## src/rtl/trl_pkg.sv

```systemverilog
package trl_pkg;
   localparam logic [7:0] VEC_GP = 8'd13;
   localparam logic [7:0] VEC_NP = 8'd11;

   typedef enum logic [2:0] {
      ST_IDLE,
      ST_READ,
      ST_WAIT,
      ST_CHECK,
      ST_WRITE
   } trl_state_e;

   typedef struct packed {
      logic        fault;
      logic [7:0]  vec;
      logic [15:0] code;
   } trl_verdict_t;
endpackage

```

## src/rtl/trl_front_check.sv

```systemverilog
module trl_front_check #(
   parameter int LIMIT_W = 16
) (
   input  logic [15:0]          sel,
   input  logic                 prot_mode,
   input  logic [1:0]           cpl,
   input  logic                 long_mode,
   input  logic [LIMIT_W-1:0]   gdt_limit,
   output trl_pkg::trl_verdict_t verdict
);
   import trl_pkg::*;

   localparam int SUM_W = 33;

   logic [SUM_W-1:0] last_byte;
   logic [SUM_W-1:0] limit_ext;

   assign last_byte = SUM_W'({sel[15:3], 3'b000}) + (long_mode ? SUM_W'(15) : SUM_W'(7));
   assign limit_ext = SUM_W'(gdt_limit);

   always_comb begin
      verdict = '0;
      if (!prot_mode || cpl != 2'd0) begin
         verdict.fault = 1'b1;
         verdict.vec   = VEC_GP;
      end else if (sel[15:2] == 14'd0) begin
         verdict.fault = 1'b1;
         verdict.vec   = VEC_GP;
      end else if (sel[2] || (last_byte > limit_ext)) begin
         verdict.fault = 1'b1;
         verdict.vec   = VEC_GP;
         verdict.code  = sel;
      end
   end
endmodule

```

## src/rtl/trl_desc_eval.sv

```systemverilog
module trl_desc_eval #(
   parameter bit LONG_EN = 1'b1
) (
   input  logic [2:0][31:0]      words,
   input  logic [15:0]           sel,
   input  logic                  long_sel,
   output trl_pkg::trl_verdict_t verdict,
   output logic [63:0]           base,
   output logic [19:0]           limit
);
   import trl_pkg::*;

   logic [4:0] sys_type;
   logic       type_ok;
   logic       present;
   logic       unused_attr;

   assign sys_type    = words[1][12:8];
   assign present     = words[1][15];
   assign type_ok     = (sys_type == 5'b00001) || (sys_type == 5'b01001);
   assign unused_attr = ^{words[1][23:20], words[1][14:13]};

   assign base[31:0] = {words[1][31:24], words[1][7:0], words[0][31:16]};
   assign limit      = {words[1][19:16], words[0][15:0]};

   generate
      if (LONG_EN) begin : g_wide_base
         assign base[63:32] = long_sel ? words[2] : 32'd0;
      end else begin : g_narrow_base
         logic unused_hi;
         logic unused_lm;
         assign unused_hi   = ^words[2];
         assign unused_lm   = long_sel;
         assign base[63:32] = 32'd0;
      end
   endgenerate

   always_comb begin
      verdict = '0;
      if (!type_ok) begin
         verdict.fault = 1'b1;
         verdict.vec   = VEC_GP;
         verdict.code  = sel;
      end else if (!present) begin
         verdict.fault = 1'b1;
         verdict.vec   = VEC_NP;
         verdict.code  = sel;
      end
   end
endmodule

```

## src/rtl/trl_load_seq.sv

```systemverilog
module trl_load_seq #(
   parameter int ADDR_W  = 32,
   parameter int LIMIT_W = 16,
   parameter bit LONG_EN = 1'b1
) (
   input  logic               clk,
   input  logic               rst_n,
   input  logic               req,
   input  logic [15:0]        sel,
   input  logic               prot_mode,
   input  logic [1:0]         cpl,
   input  logic               long_mode,
   input  logic [ADDR_W-1:0]  gdt_base,
   input  logic [LIMIT_W-1:0] gdt_limit,
   output logic               mem_req,
   output logic               mem_we,
   output logic               mem_lock,
   output logic [ADDR_W-1:0]  mem_addr,
   output logic [31:0]        mem_wdata,
   input  logic [31:0]        mem_rdata,
   output logic               busy,
   output logic               done,
   output logic               fault,
   output logic [7:0]         fault_vec,
   output logic [15:0]        fault_code,
   output logic [15:0]        tr_sel,
   output logic [63:0]        tr_base,
   output logic [19:0]        tr_limit
);
   import trl_pkg::*;

   localparam logic [1:0] LAST_NARROW = 2'd1;
   localparam logic [1:0] LAST_WIDE   = 2'd3;
   localparam logic [31:0] BUSY_MASK  = 32'h0000_0200;

   generate
      if (ADDR_W < 17) begin : g_bad_addr
         $error("trl_load_seq: ADDR_W must cover a 64 KiB table");
      end
      if (LIMIT_W < 16 || LIMIT_W > 32) begin : g_bad_limit
         $error("trl_load_seq: LIMIT_W must lie in 16..32");
      end
   endgenerate

   trl_state_e       state;
   logic [1:0]       idx;
   logic [1:0]       pend_idx;
   logic             pend;
   logic [15:0]      sel_q;
   logic             lm_q;
   logic [2:0][31:0] desc_q;
   logic             lm_eff;
   logic [1:0]       last_idx;
   trl_verdict_t     front_v;
   trl_verdict_t     desc_v;
   logic [63:0]      eval_base;
   logic [19:0]      eval_limit;
   logic [ADDR_W-1:0] desc_addr;

   assign lm_eff   = long_mode & LONG_EN;
   assign last_idx = lm_q ? LAST_WIDE : LAST_NARROW;

   trl_front_check #(.LIMIT_W(LIMIT_W)) front_i (
      .sel       (sel),
      .prot_mode (prot_mode),
      .cpl       (cpl),
      .long_mode (lm_eff),
      .gdt_limit (gdt_limit),
      .verdict   (front_v)
   );

   trl_desc_eval #(.LONG_EN(LONG_EN)) eval_i (
      .words    (desc_q),
      .sel      (sel_q),
      .long_sel (lm_q),
      .verdict  (desc_v),
      .base     (eval_base),
      .limit    (eval_limit)
   );

   assign desc_addr = gdt_base + ADDR_W'({sel_q[15:3], 3'b000});

   always_comb begin
      mem_addr = desc_addr;
      if (state == ST_READ)  mem_addr = desc_addr + ADDR_W'({idx, 2'b00});
      if (state == ST_WRITE) mem_addr = desc_addr + ADDR_W'(4);
   end

   assign mem_req   = (state == ST_READ) || (state == ST_WRITE);
   assign mem_we    = (state == ST_WRITE);
   assign mem_lock  = (state != ST_IDLE);
   assign mem_wdata = desc_q[1] | BUSY_MASK;
   assign busy      = (state != ST_IDLE);

   always_ff @(posedge clk or negedge rst_n) begin
      if (!rst_n) begin
         state      <= ST_IDLE;
         idx        <= '0;
         pend       <= 1'b0;
         pend_idx   <= '0;
         sel_q      <= '0;
         lm_q       <= 1'b0;
         desc_q     <= '0;
         done       <= 1'b0;
         fault      <= 1'b0;
         fault_vec  <= '0;
         fault_code <= '0;
         tr_sel     <= '0;
         tr_base    <= '0;
         tr_limit   <= '0;
      end else begin
         done     <= 1'b0;
         fault    <= 1'b0;
         pend     <= (state == ST_READ);
         pend_idx <= idx;
         if (pend) begin
            case (pend_idx)
               2'd0:    desc_q[0] <= mem_rdata;
               2'd1:    desc_q[1] <= mem_rdata;
               2'd2:    desc_q[2] <= mem_rdata;
               default: ;
            endcase
         end
         case (state)
            ST_IDLE: begin
               if (req) begin
                  sel_q <= sel;
                  lm_q  <= lm_eff;
                  idx   <= '0;
                  if (front_v.fault) begin
                     fault      <= 1'b1;
                     fault_vec  <= front_v.vec;
                     fault_code <= front_v.code;
                  end else begin
                     state <= ST_READ;
                  end
               end
            end
            ST_READ: begin
               idx <= idx + 2'd1;
               if (idx == last_idx) state <= ST_WAIT;
            end
            ST_WAIT: state <= ST_CHECK;
            ST_CHECK: begin
               if (desc_v.fault) begin
                  fault      <= 1'b1;
                  fault_vec  <= desc_v.vec;
                  fault_code <= desc_v.code;
                  state      <= ST_IDLE;
               end else begin
                  state <= ST_WRITE;
               end
            end
            ST_WRITE: begin
               tr_sel   <= sel_q;
               tr_base  <= eval_base;
               tr_limit <= eval_limit;
               done     <= 1'b1;
               state    <= ST_IDLE;
            end
            default: state <= ST_IDLE;
         endcase
      end
   end
endmodule

```

## config.mk

```make
export PLATFORM = sky130hd
export DESIGN_NAME = trl_load_seq
export DESIGN_NICKNAME = d
export VERILOG_FILES = /design/src/rtl/trl_pkg.sv /design/src/rtl/trl_front_check.sv /design/src/rtl/trl_desc_eval.sv /design/src/rtl/trl_load_seq.sv
export SDC_FILE = /design/constraint.sdc
export NUM_CORES = 1
export LEC_CHECK = 0
export CAP_MARGIN = 20
export CORE_ASPECT_RATIO = 1.25
export CORE_MARGIN = 1.5
export CORE_UTILIZATION = 45
export DETAILED_ROUTE_END_ITERATION = 16
export DONT_BUFFER_PORTS = 1
export GPL_TIMING_DRIVEN = 0
export SKIP_CTS_REPAIR_TIMING = 1
export SYNTH_ARGS = -nofsm -noshare
export SYNTH_HDL_FRONTEND = slang
export SYNTH_SLANG_ARGS = --single-unit
```

## constraint.sdc

```tcl
create_clock -name clk -period 4.7 [get_ports clk]
set_input_delay 0.47 -clock clk [delete_from_list [all_inputs] [get_ports clk]]
set_output_delay 0.47 -clock clk [all_outputs]
set_load 0.01 [all_outputs]
```

**Yosys cells after proc, flatten, opt, wreduce, memory -nomap -nowiden**

Index checks and enable logic that the tools add are counted.

- Bits of input ports: 103
- Output and inout bits: 194
- Register bits after elaboration: 247
- Word-level logic and storage cells: 87

- $add $sub $neg: 5
- Mux-type cells: 32
- $lt $le $gt $ge: 1
- Reductions and logical operators: 19
- Equal/unequal tests: 14

Operators by type and width:

| kind | count |
|---|---|
| two-way mux 32 bit | 3 |
| two-way mux 16 bit | 5 |
| two-way mux 25 bit | 3 |
| adder 16 x 33 -> 33 bit | 1 |
| > comparator 33 x 16 -> 1 bit | 1 |
| adder 32 x 16 -> 32 bit | 1 |
| adder 32 x 3 -> 32 bit, second input constant | 1 |
| adder 32 x 4 -> 32 bit | 1 |
| case mux 16 bit (2 select lines) | 1 |
| two-way mux 8 bit | 3 |
| two-way mux 9 bit | 2 |
| case mux 8 bit (2 select lines) | 1 |
| zero test 14 bit | 1 |
| two-way mux 3 bit | 4 |
| case mux 3 bit (4 select lines) | 1 |
| AND reduction 2 bit | 5 |
| == test 3 x 2 -> 1 bit, second input constant | 2 |
| inequality test 2 bit, second input constant | 3 |
| nonzero test 2 bit | 3 |
| == test 5 x 1 -> 1 bit, second input constant | 1 |
| == test 5 x 4 -> 1 bit, second input constant | 1 |
| logical OR 1 bit | 4 |
| two-way mux 1 bit | 4 |
| two-way mux 2 bit | 2 |
| 16 further kinds | 17 |

**Longest topological paths before layout**

Gate-level depths: netlist of the first run.

- Depth after elaboration: 10
- Mapped depth: 17
- Mapped depth without buffers: 16

**Hierarchy**

Synthesis of the first run repeated with hierarchy kept, for this count alone.

- Cell total of the unflattened synthesis: 1120
- Area, all modules: 13176.4 um^2

By module, submodules not included:

| module | times used | cells each | area an instance (um^2) |
|---|---|---|---|
| trl_load_seq | 1 | 888 | 11412.2 |
| trl_front_check | 1 | 115 | 927.1 |
| trl_desc_eval | 1 | 117 | 837.1 |

**Least setup slack after synthesis of the first run**

OpenSTA, ideal clock, no wires.

- Path kind: input to output
- Start point: in gdt_base[3]
- End point: out mem_addr[28]
- Data arrival time: 3.318 ns
- Path buffers: 1
- Cell stages on the path: 13
- Setup slack: 0.912 ns
- Cell sequence: ha_1 inv_1 fa_1 nor2b_1 o31ai_2 a31oi_2 a31oi_1 buf_2 or3_1 a211o_1 nor4_4 nand4b_1 xnor2_1

- Longest elaborated chain between the ends: 4
- Elaborated cells between the ends (all ways): 5
- Those cells by class: add/sub: 3; mux: 2

RTL lines:

| item | line | text |
|---|---|---|
| start, declared | trl_load_seq.sv:13 | `input logic [ADDR_W-1:0] gdt_base,` |
| adder 32 x 16 -> 32 bit (*) | trl_load_seq.sv:81 | `assign desc_addr = gdt_base + ADDR_W'({sel_q[15:3], 3'b000});` |
| adder 32 x 4 -> 32 bit | trl_load_seq.sv:85 | `if (state == ST_READ) mem_addr = desc_addr + ADDR_W'({idx, 2'b00});` |
| two-way mux 32 bit | trl_load_seq.sv:85 |  |
| two-way mux 32 bit (*) | trl_load_seq.sv:86 | `if (state == ST_WRITE) mem_addr = desc_addr + ADDR_W'(4);` |
| end, declared | trl_load_seq.sv:18 | `output logic [ADDR_W-1:0] mem_addr,` |

Every way passes the cells marked *; elsewhere a longest branch is shown, timed or not.

**Worst setup path in the final report of the first run**

- Start point: reg sel_q[12]
- End point: out mem_addr[30]

- Longest elaborated chain between the ends: 4
- Elaborated cells between the ends (all ways): 5
- Those cells by class: add/sub: 3; mux: 2

RTL lines:

| item | line | text |
|---|---|---|
| start, declared | trl_load_seq.sv:49 | `logic [15:0] sel_q;` |
| start signal, assigned | trl_load_seq.sv:127 | `sel_q <= sel;` |
| adder 32 x 16 -> 32 bit (*) | trl_load_seq.sv:81 |  |
| adder 32 x 4 -> 32 bit | trl_load_seq.sv:85 |  |
| two-way mux 32 bit | trl_load_seq.sv:85 |  |
| two-way mux 32 bit (*) | trl_load_seq.sv:86 |  |

Marked as above.

==> flow_metrics.env, run 1 <==
export IMPL_synth_cells=1153
export IMPL_grt_max_degree=243
export IMPL_final_cell_mix="305 x nand2_1, 241 x dfrtp_1, 131 x mux2_2, 50 x clkbuf_1, 48 x nand3_1"
export IMPL_crit_top_cell="xnor2_1"
export IMPL_p_sw_mw=2.87
export IMPL_hp_class="in -> async"
export IMPL_dp_hpwl_um=22400
export IMPL_grt_pass1_wl_um=46900
export IMPL_max_cap_violations=0
export IMPL_regArea_um2=6060
export IMPL_ir_drop_uv=401
export IMPL_r2r_start="mem_wdata[10]$_DFFE_PN0P_"
export IMPL_grt_ovfl_total=0
export IMPL_synth_area_top_cells="dfrtp_1 51%, mux2_2 12%, nand2_1 9.6%"
export IMPL_cp_slowest_cell="or4_1"
export IMPL_slowest_delay_ns=0.53
export IMPL_cts_buffers_inserted=26
export IMPL_via_per_inst=5.38
export IMPL_synth_avg_cell_area_um2=10.3
export IMPL_ant_nets=0
export IMPL_p_sw_frac=0.349
export IMPL_fin_nets=1325
export IMPL_coreArea_um2=26000
export IMPL_violations="hold timing"
export IMPL_cts_num_sinks=242
export IMPL_ys_types=69
export IMPL_clockBufferDepth=3
export IMPL_die_x_um=149
export IMPL_synth_area_um2=11900
export IMPL_place_gp_congestion=0.924
export IMPL_synth_edf_count=0
export IMPL_reg2reg_depth=5
export IMPL_worst_ep_arrival_time_ns=4.06
export IMPL_post_synth_top_area_cell="dfrtp_1"
export IMPL_worstMarginPinSlew_ns=0.883
export IMPL_cell_internal_pwr_mw=5.37
export IMPL_crit_chain="ha_1, nand2_1, nor2_1, o311a_2, o21ai_2, or4_1, xnor2_1, nor4b_2, nand4b_1, xnor2_1"
export IMPL_gr_usage_all_layers=0.219
export IMPL_cp_required_ns=4.23
export IMPL_insertion_delay_ns=0.54
export IMPL_slew_headroom=0.396
export IMPL_drive_gt1_frac=0.200
export IMPL_p_per_area_nw_per_um2=617
export IMPL_grt_pass1_vias=8271
export IMPL_io_pins=297
export IMPL_ys_ff_latch=242
export IMPL_final_common_cell="nand2_1"
export IMPL_comb_power_share=0.331
export IMPL_p_clk_frac=0.253
export IMPL_yosysWarnings=0
export IMPL_endpoint_kind="primary output"
export IMPL_p_leak_nw=6.36
export IMPL_placed_area_um2=12400
export IMPL_cp_max_fo=7
export IMPL_vias=8326
export IMPL_rrSetupSlack_ns=1.78
export IMPL_fin_crit_sh=0.965
export IMPL_status="complete, but fails checks"
export IMPL_finalMaxSlewViolations=0
export IMPL_r2r_end="fault_code[1]$_DFFE_PN0P_"
export IMPL_htree_levels=1
export IMPL_nFillCells=2419
export IMPL_multi_input_area_um2=5360
export IMPL_synthFlopType="dfrtp_1"
export IMPL_synth_top_area_share=0.508
export IMPL_ys_seq_area_frac=0.508
export IMPL_drtIter0Drc=287
export IMPL_fin_worst_skew_ns=0.0247
export IMPL_wl_per_cell_um=19.7
export IMPL_rows=66
export IMPL_startpoint_type="flop"
export IMPL_drc_errors=0
export IMPL_drt_first_pass_iters=4
export IMPL_final_util=0.513
export IMPL_synthToLayoutAreaGrowth_pct=12.0
export IMPL_crit_type="reg -> out"
export IMPL_cts_tree="done"
export IMPL_die_h_um=185
export IMPL_io_buffer_count=0
export IMPL_finalSetupViolCount=0
export IMPL_die_area_um2=27500
export IMPL_hold_viol=242
export IMPL_start_util=0.458
export IMPL_routed_wl_um=30500
export IMPL_antenna_found_initial=0
export IMPL_diodes=0
export IMPL_root_buffer="clkbuf_16"
export IMPL_timing_final_crit_period_ns=4.53
export IMPL_fmaxAchievable_mhz=221
export IMPL_async_reset_ff_frac=1.00
export IMPL_clkSlewWorstSetupHoldPaths_ns=0.06
export IMPL_seqPwrFrac=0.416
export IMPL_worst_hold_slack_ns=-0.377
export IMPL_finish_instance_area_um2=13400
==> worst max path at each step <==
stage | start | to | slack (ns) | depth (start not counted)
floorplan | gdt_base[3] | mem_addr[28] | 0.91 | 13
global placement | sel[5] | fault_code[14]$_DFFE_PN0P_ | 0.19 | 16
detailed placement | sel[5] | fault_code[12]$_DFFE_PN0P_ | 0.14 | 16
CTS | sel_q[3]$_DFFE_PN0P_ | mem_addr[28] | -0.06 | 13
global route | sel_q[12]$_DFFE_PN0P_ | mem_addr[31] | -0.08 | 10
finish | sel_q[12]$_DFFE_PN0P_ | mem_addr[30] | 0.17 | 10
==> sequential cells by signal, summed over array words and instances (netlist names) <==
name and cells:
desc_q 65, mem_wdata 31, fault_vec 3, lm_q 1, tr_sel 16, sel_q 16
done 1, tr_base 64, tr_limit 20, pend 1, idx 2, pend_idx 2
fault_code 16, fault 1, state 3
==> power groups by stage <==
stage               clock [mW]  combinational (mW)  sequential (mW)
global route              2.22                3.00             3.52
finish                    2.08                2.73             3.43
CTS                       2.13                2.65             3.43
floorplan                    0                2.21             3.25
detailed placement           0                2.64             3.46
global placement             0                2.59             3.44
==> area by class of cell <==
cell class	count	area share
flip-flops and latches	242	0.454
multi-input cells	794	0.401
clock buffers	38	0.0551
plain buffers	89	0.0365
well taps	340	0.0319
clock inverters	9	0.0101
inverters	31	0.00871
repair buffers	5	0.00281
==> critical path, delay by kind of cell (launching register included) <==
family	cells	cell delay [ns]
AND/OR/NAND/NOR	5	1.60
adder cells (fa/ha/maj)	1	0.41
XOR/XNOR	2	0.60
flip-flops	1	0.44
AO/OA/AOI/OAI	2	0.47
==> Yosys cell counts (3+ instances only) <==
library cell,instances
and3_1,8
nor4_1,7
o211ai_1,4
a211o_1,3
or3_1,3
inv_1,31
a21oi_1,19
nand4_1,11
o21ai_0,13
ha_1,31
a31oi_1,4
nor3_1,8
nand3_1,48
nor2b_1,5
buf_4,40
o21a_1,7
nor4b_1,4
mux2_2,131
dfrtp_1,242
nand3b_1,4
xor2_1,24
buf_1,6
nor2_1,35
clkbuf_1,42
and2_1,7
a22o_1,15
xnor2_1,36
nand4b_1,3
nand2_1,305
a21o_1,7
==> layer usage <==
| layer | GRT usage | vias up | wire length, um |
|---|---|---|---|
| met5 | 0 | - | 0 |
| met4 | 0.0566 | 0 | 667 |
| met3 | 0.0685 | 44 | 2720 |
| met2 | 0.385 | 269 | 15200 |
| met1 | 0.259 | 4065 | 11900 |
| li1 | - | 3948 | - |
==> cells by family after synthesis <==
group | count (synthesis) | synth area share
AO/OA/AOI/OAI | 100 | 0.0640
XOR/XNOR | 61 | 0.0454
adder cells (fa/ha/maj) | 33 | 0.0359
buffers and inverters | 120 | 0.0505
flip-flops | 242 | 0.508
multiplexers | 133 | 0.125
other | 2 | 0.000630
AND/OR/NAND/NOR | 462 | 0.170
==> per-stage QoR <==
step | power [mW] | worst slack, ns | hold WS [ns] | TNS, ns | instances
6_report | 8.24 | 0.166 | -0.377 | 0 | 1548
5_1_grt | 8.73 | -0.0799 | -0.395 | -0.197 | 1548
4_1_cts | 8.21 | -0.0579 | -0.395 | -0.165 | 1543
3_5_place_dp | 6.11 | 0.136 | 0.179 | 0 | 1496
3_3_place_gp | 6.03 | 0.186 | 0.179 | 0 | 1496
2_1_floorplan | 5.46 | 0.912 | 0.174 | 0 | 1156
Note: power is estimated with default switching activity, not from simulation.
==> run 2, diff against run 1 <==
Settings changed: CTS_CLUSTER_SIZE set to 28, SETUP_SLACK_MARGIN set to 0.4.
==> run 2 against run 1 <==
The run still ends with hold timing left. Non-clock buffer count grew 9. Die area did not move. Register-to-register slack about the same. Clock power about the same. Critical path depth up 4. Total power increased by 2.2%. Worst setup slack better by 0.12 ns. Combinational power is 6% higher. First-iteration DRC count is 0.70% lower. Via count grew 0.88%. Maximum frequency grew 2.6%.
==> flow_metrics.env, run 2 (synthesized netlist as in run 1, its figures left out) <==
export IMPL_p_leak_nw=6.46
export IMPL_drive_gt1_frac=0.233
export IMPL_gr_usage_met3=0.0685
export IMPL_via_per_inst=5.39
export IMPL_r2r_start="mem_wdata[10]$_DFFE_PN0P_"
export IMPL_ir_drop_uv=401
export IMPL_p_sw_frac=0.350
export IMPL_dp_hpwl_um=22400
export IMPL_coreArea_um2=26000
export IMPL_diodes=0
export IMPL_grt_pass1_wl_um=46900
export IMPL_worst_hold_slack_ns=-0.377
export IMPL_p_per_area_nw_per_um2=615
export IMPL_drc_errors=0
export IMPL_fin_crit_sh=0.940
export IMPL_grt_pass1_vias=8271
export IMPL_top_usage_layer="met2"
export IMPL_p_clk_frac=0.248
export IMPL_cp_max_fo=6
export IMPL_cp_required_ns=4.23
export IMPL_cp_slowest_cell="dfrtp_2"
export IMPL_rows=66
export IMPL_hold_viol=242
export IMPL_ant_nets=0
export IMPL_place_gp_congestion=0.924
export IMPL_slowest_delay_ns=0.42
export IMPL_die_h_um=185
export IMPL_htree_levels=1
export IMPL_endpoint_kind="primary output"
export IMPL_worstSetupStartpoint="sel_q[3]$_DFFE_PN0P_"
export IMPL_violations="hold timing"
export IMPL_final_cell_mix="304 x nand2_1, 241 x dfrtp_1, 131 x mux2_2, 53 x buf_4, 50 x clkbuf_1"
export IMPL_status="complete, but fails checks"
export IMPL_synthToLayoutAreaGrowth_pct=14.8
export IMPL_antenna_found_initial=0
export IMPL_drt_first_pass_iters=4
export IMPL_vias=8399
export IMPL_p_sw_mw=2.95
export IMPL_die_area_um2=27500
export IMPL_crit_type="reg -> out"
export IMPL_grt_ovfl_total=0
export IMPL_hp_class="in -> async"
export IMPL_cts_num_sinks=242
export IMPL_gr_usage_all_layers=0.219
export IMPL_worst_ep_arrival_time_ns=3.95
export IMPL_final_common_cell="nand2_1"
export IMPL_cell_internal_pwr_mw=5.47
export IMPL_timing_final_crit_period_ns=4.42
export IMPL_io_buffer_count=0
export IMPL_fmaxAchievable_mhz=226
export IMPL_top_register="desc_q"
export IMPL_root_buffer="clkbuf_16"
export IMPL_cts_buffers_inserted=26
export IMPL_fin_worst_skew_ns=0.0256
export IMPL_seqPwrFrac=0.408
export IMPL_largest_register_ffs=65
export IMPL_crit_chain="ha_4, inv_2, fa_2, nor2b_4, o31ai_4, a211o_1, a211oi_4, nand3_2, a2111o_1, buf_4, buf_6, nor2_4, nand4_1, xor2_2"
export IMPL_die_x_um=149
export IMPL_rrSetupSlack_ns=1.77
export IMPL_drtIter0Drc=285
export IMPL_routed_wl_um=30900
export IMPL_finalMaxSlewViolations=0
export IMPL_finish_instance_area_um2=13700
export IMPL_grt_max_degree=243
export IMPL_use_met2=0.385
export IMPL_placed_area_um2=12400
export IMPL_use_met1=0.259
export IMPL_finalSetupViolCount=0
export IMPL_max_cap_violations=0
export IMPL_start_util=0.458
export IMPL_clkSlewWorstSetupHoldPaths_ns=0.06
export IMPL_rsz0062_at_grt="yes"
export IMPL_fin_nets=1334
export IMPL_io_pins=297
export IMPL_worstMarginPinSlew_ns=0.891
export IMPL_slew_headroom=0.398
export IMPL_comb_power_share=0.344
export IMPL_clockBufferDepth=3
export IMPL_insertion_delay_ns=0.54
export IMPL_startpoint_type="flop"
export IMPL_cts_tree="done"
export IMPL_final_util=0.526
export IMPL_wl_per_cell_um=19.8
==> run 2: final cells by class <==
class                      instances  area, um^2
clock inverter                     9         135
timing repair buffer              14         109
clock buffer                      38         736
inverter                          31         116
sequential                       242        6060
fill                            2387       12300
tap                              340         425
multi-input combinational        794        5620
buffer                            89         492
==> run 2: path summary, 6_finish.rpt <==
path                                        endpoint  depth (start not counted)
min in group clk                sel_q[4]$_DFFE_PN0P_                          2
max reg2reg                fault_code[1]$_DFFE_PN0P_                          5
min                         tr_limit[12]$_DFFE_PN0P_                          0
max in group asynchronous    tr_base[58]$_DFFE_PN0P_                          0
min reg2reg                   tr_base[4]$_DFFE_PN0P_                          2
max                                     mem_addr[25]                         14
==> run 2: worst max-delay path, delay by kind of cell, from the launching register on <==
family / cells / cell delay [ns]
AOI/OAI and AO/OA: 4 / 1.18
xor gates and xnor gates: 1 / 0.25
adders and majority gates: 2 / 0.54
buffers and inverters: 3 / 0.33
DFF: 1 / 0.42
and+or+nand+nor: 4 / 0.68
==> run 2: through the flow <==
step / setup TNS [ns] / std cells / hold slack [ns] / setup slack (ns) / total power [mW]
2_1_floorplan: 0 / 1156 / 0.174 / 0.912 / 5.46
3_3_place_gp: 0 / 1496 / 0.179 / 0.186 / 6.03
3_5_place_dp: 0 / 1496 / 0.179 / 0.136 / 6.11
4_1_cts: -0.165 / 1543 / -0.395 / -0.0579 / 8.21
5_1_grt: 0 / 1557 / -0.395 / 0.146 / 8.91
6_report: 0 / 1557 / -0.377 / 0.283 / 8.42
==> run 2: power by group through the flow <==
stage,Clock [mW],Sequential [mW],Combinational [mW]
after floorplan,0,3.25,2.21
after global placement,0,3.44,2.59
after detailed placement,0,3.46,2.64
after CTS,2.13,3.43,2.65
after global routing,2.22,3.52,3.17
final,2.08,3.43,2.90
==> run 2: metal layers <==
layer,routed length [um],part of all wire
met1,12100,0.39
met2,15600,0.50
met3,2590,0.084
met4,658,0.021
met5,0,0
==> run 3, diff against run 2 <==
Settings changed: ABC_AREA set to 1.
==> run 3 against run 2 <==
The run still ends with hold timing left. Register-to-register slack gained 0.23 ns. Wire length is 19% higher. Synthesized area rose by 7.2%. Cell area rose by 2.9%. Worst hold slack improved by 0.022 ns. Clock skew is 0.0063 ns lower. Worst setup slack improved by 0.47 ns. Count of clock-buffer cells in the layout shrank 6. Maximum frequency is 12% higher. Sequential power decreased by 3%. Critical endpoint is now mem_addr[29]. Largest cell class unchanged.
==> flow_metrics.env, run 3 <==
export IMPL_fin_nets=1836
export IMPL_hp_class="in -> async"
export IMPL_die_x_um=154
export IMPL_pre_cts_slack_ns=0.870
export IMPL_cp_slowest_cell="dfrtp_1"
export IMPL_status="complete, but fails checks"
export IMPL_rrSetupSlack_ns=2.00
export IMPL_vias=10600
export IMPL_grt_ovfl_total=0
export IMPL_ir_drop_uv=375
export IMPL_finalSetupViolCount=0
export IMPL_cts_num_sinks=242
export IMPL_ys_types=45
export IMPL_hold_viol=242
export IMPL_endpoint_kind="primary output"
export IMPL_synthFlopType="dfrtp_1"
export IMPL_grt_max_degree=243
export IMPL_insertion_delay_ns=0.53
export IMPL_place_gp_congestion=0.890
export IMPL_top_register="desc_q"
export IMPL_nFillCells=2754
export IMPL_synth_edf_count=0
export IMPL_root_buffer="clkbuf_16"
export IMPL_r2r_start="mem_wdata[10]$_DFFE_PN0P_"
export IMPL_io_buffer_count=0
export IMPL_synth_area_top_cells="dfrtp_1 47%, nand2_1 18%, o21ai_0 7.2%"
export IMPL_grt_pass1_wl_um=57400
export IMPL_timing_final_ws_setup_ns=0.753
export IMPL_wl_per_cell_um=17.8
export IMPL_worstSetupStartpoint="sel_q[3]$_DFFE_PN0P_"
export IMPL_synthToLayoutAreaGrowth_pct=10.2
export IMPL_ys_seq_area_frac=0.474
export IMPL_final_cell_mix="604 x nand2_1, 242 x dfrtp_1, 184 x o21ai_0, 181 x inv_1, 90 x nand3_1"
export IMPL_cts_buffers_inserted=24
export IMPL_yosysWarnings=0
export IMPL_clkSlewWorstSetupHoldPaths_ns=0.06
export IMPL_die_area_um2=29400
export IMPL_synth_most_common_cell="nand2_1"
export IMPL_post_synth_top_area_cell="dfrtp_1"
export IMPL_synth_top_area_share=0.474
export IMPL_via_per_inst=5.13
export IMPL_worst_ep_arrival_time_ns=3.48
export IMPL_endpoint="mem_addr[29]"
export IMPL_rows=68
export IMPL_routed_wl_um=36700
export IMPL_grt_pass1_vias=10400
export IMPL_fmaxAchievable_mhz=253
export IMPL_dp_hpwl_um=28300
export IMPL_worst_hold_slack_ns=-0.355
export IMPL_ant_nets=0
export IMPL_rsz0062_at_grt="no"
export IMPL_drc_errors=0
export IMPL_diodes=0
export IMPL_fin_setup_tns_ns=0
export IMPL_synthTopCellsByCount="604 x nand2_1, 242 x dfrtp_1, 184 x o21ai_0, 181 x inv_1, 90 x nand3_1"
export IMPL_antenna_found_initial=0
export IMPL_fin_worst_skew_ns=0.0193
export IMPL_cp_max_fo=5
export IMPL_fin_crit_sh=0.840
export IMPL_largest_register_ffs=65
export IMPL_max_cap_violations=0
export IMPL_crit_chain="ha_1, inv_1, fa_1, inv_1, nand2_1, nand2_1, nand3_1, nand2_2, nand3_1, nand3b_1, nand2_1, nor2_1, nand3_1, nor2_1, xor2_1"
export IMPL_drive_gt1_frac=0.0856
export IMPL_p_per_area_nw_per_um2=591
export IMPL_drt_first_pass_iters=5
export IMPL_synth_area_um2=12800
export IMPL_worstMarginPinSlew_ns=1.07
export IMPL_violations="hold timing"
export IMPL_cts_tree="done"
export IMPL_reg2reg_depth=7
export IMPL_total_power_mw=8.32
export IMPL_r2r_end="fault_code[12]$_DFFE_PN0P_"
export IMPL_ys_ff_latch=242
export IMPL_slowest_delay_ns=0.40
export IMPL_timing_final_crit_period_ns=3.95
export IMPL_final_common_cell="nand2_1"
export IMPL_startpoint_type="flop"
export IMPL_slew_headroom=0.278
export IMPL_crit_type="reg -> out"
export IMPL_final_util=0.506
export IMPL_die_h_um=191
export IMPL_finalMaxSlewViolations=0
export IMPL_async_reset_ff_frac=1.00
export IMPL_drtIter0Drc=528
export IMPL_htree_levels=1
export IMPL_io_pins=297
export IMPL_synth_avg_cell_area_um2=7.65
export IMPL_cp_required_ns=4.23
export IMPL_p_leak_nw=7.50
export IMPL_gr_usage_all_layers=0.249
export IMPL_start_util=0.460
export IMPL_synth_cells=1671
export IMPL_clockBufferDepth=3
export IMPL_coreArea_um2=27800
## run 3: cell count changes in the layout (fill, tap and decap cells not counted), sizes merged, moves of 7 or more
cell   before  now
nand2     305  626
inv        32  193
a22o       15    0
o21ai      16  186
a21o        7    0
nand3      49   96
xnor2      37   10
mux2      131    1
nor2       36   89
buf        61   52
## run 3: metal layers
| metal | routed length (um) | track usage | vias up |
|---|---|---|---|
| li1 | - | - | 5236 |
| met1 | 14800 | 0.292 | 5018 |
| met2 | 18200 | 0.445 | 291 |
| met3 | 2580 | 0.0603 | 56 |
| met4 | 1120 | 0.0848 | 0 |
| met5 | 0 | 0 | - |
## run 3: cells by family after synthesis
logic type | Yosys count | share of synthesized area
adder cells (fa/ha/maj) | 33 | 0.0335
buffers and inverters | 292 | 0.0981
flip-flops | 242 | 0.474
XOR/XNOR | 34 | 0.0233
other | 2 | 0.000587
multiplexers | 1 | 0.000880
AO/OA/AOI/OAI | 217 | 0.0882
AND/OR/NAND/NOR | 850 | 0.282
## run 3: worst min-delay path by stage
stage / start / end / slack [ns] / cells past startpoint
floorplan: rst_n / desc_q[0]$_DFFE_PN0P_ / 0.17 / 0
global placement: rst_n / tr_base[10]$_DFFE_PN0P_ / 0.18 / 0
detailed placement: rst_n / tr_base[10]$_DFFE_PN0P_ / 0.18 / 0
CTS: rst_n / mem_wdata[29]$_DFFE_PN0P_ / -0.39 / 0
global route: rst_n / desc_q[28]$_DFFE_PN0P_ / -0.38 / 0
finish: rst_n / desc_q[24]$_DFFE_PN0P_ / -0.36 / 0
## run 3: power by group
group	leakage [nW]	total (mW)	internal [mW]	switching, mW
logic	3.92	2.92	0.982	1.94
clock network	0.418	2.06	1.24	0.818
registers	3.16	3.34	2.76	0.587
total	7.50	8.32	4.98	3.34
## run 3: cell type report
class                           instances  area [um^2]  share of cell area
Clock inverter                         11          169              0.0120
Inverter                              194          728              0.0517
Multi-Input combinational cell       1140         5490               0.390
Tap cell                              350          438              0.0311
Clock buffer                           32          681              0.0483
Sequential cell                       242         6060               0.430
Buffer                                 98          527              0.0374
## run 3: worst max-delay path, delay by kind of cell, from the launching register on
family / cells / cell delay, ns
XOR/XNOR: 1 / 0.30
adder cells (fa/ha/maj): 2 / 0.68
buffers and inverters: 2 / 0.20
flip-flops: 1 / 0.40
AND/OR/NAND/NOR: 10 / 1.37
## run 3: through the flow
stage | area, um^2 | std cells
floorplan | 12800 | 1674
global placement | 13200 | 2024
detailed placement | 13200 | 2024
CTS | 14100 | 2067
global route | 14100 | 2067
finish | 14100 | 2067
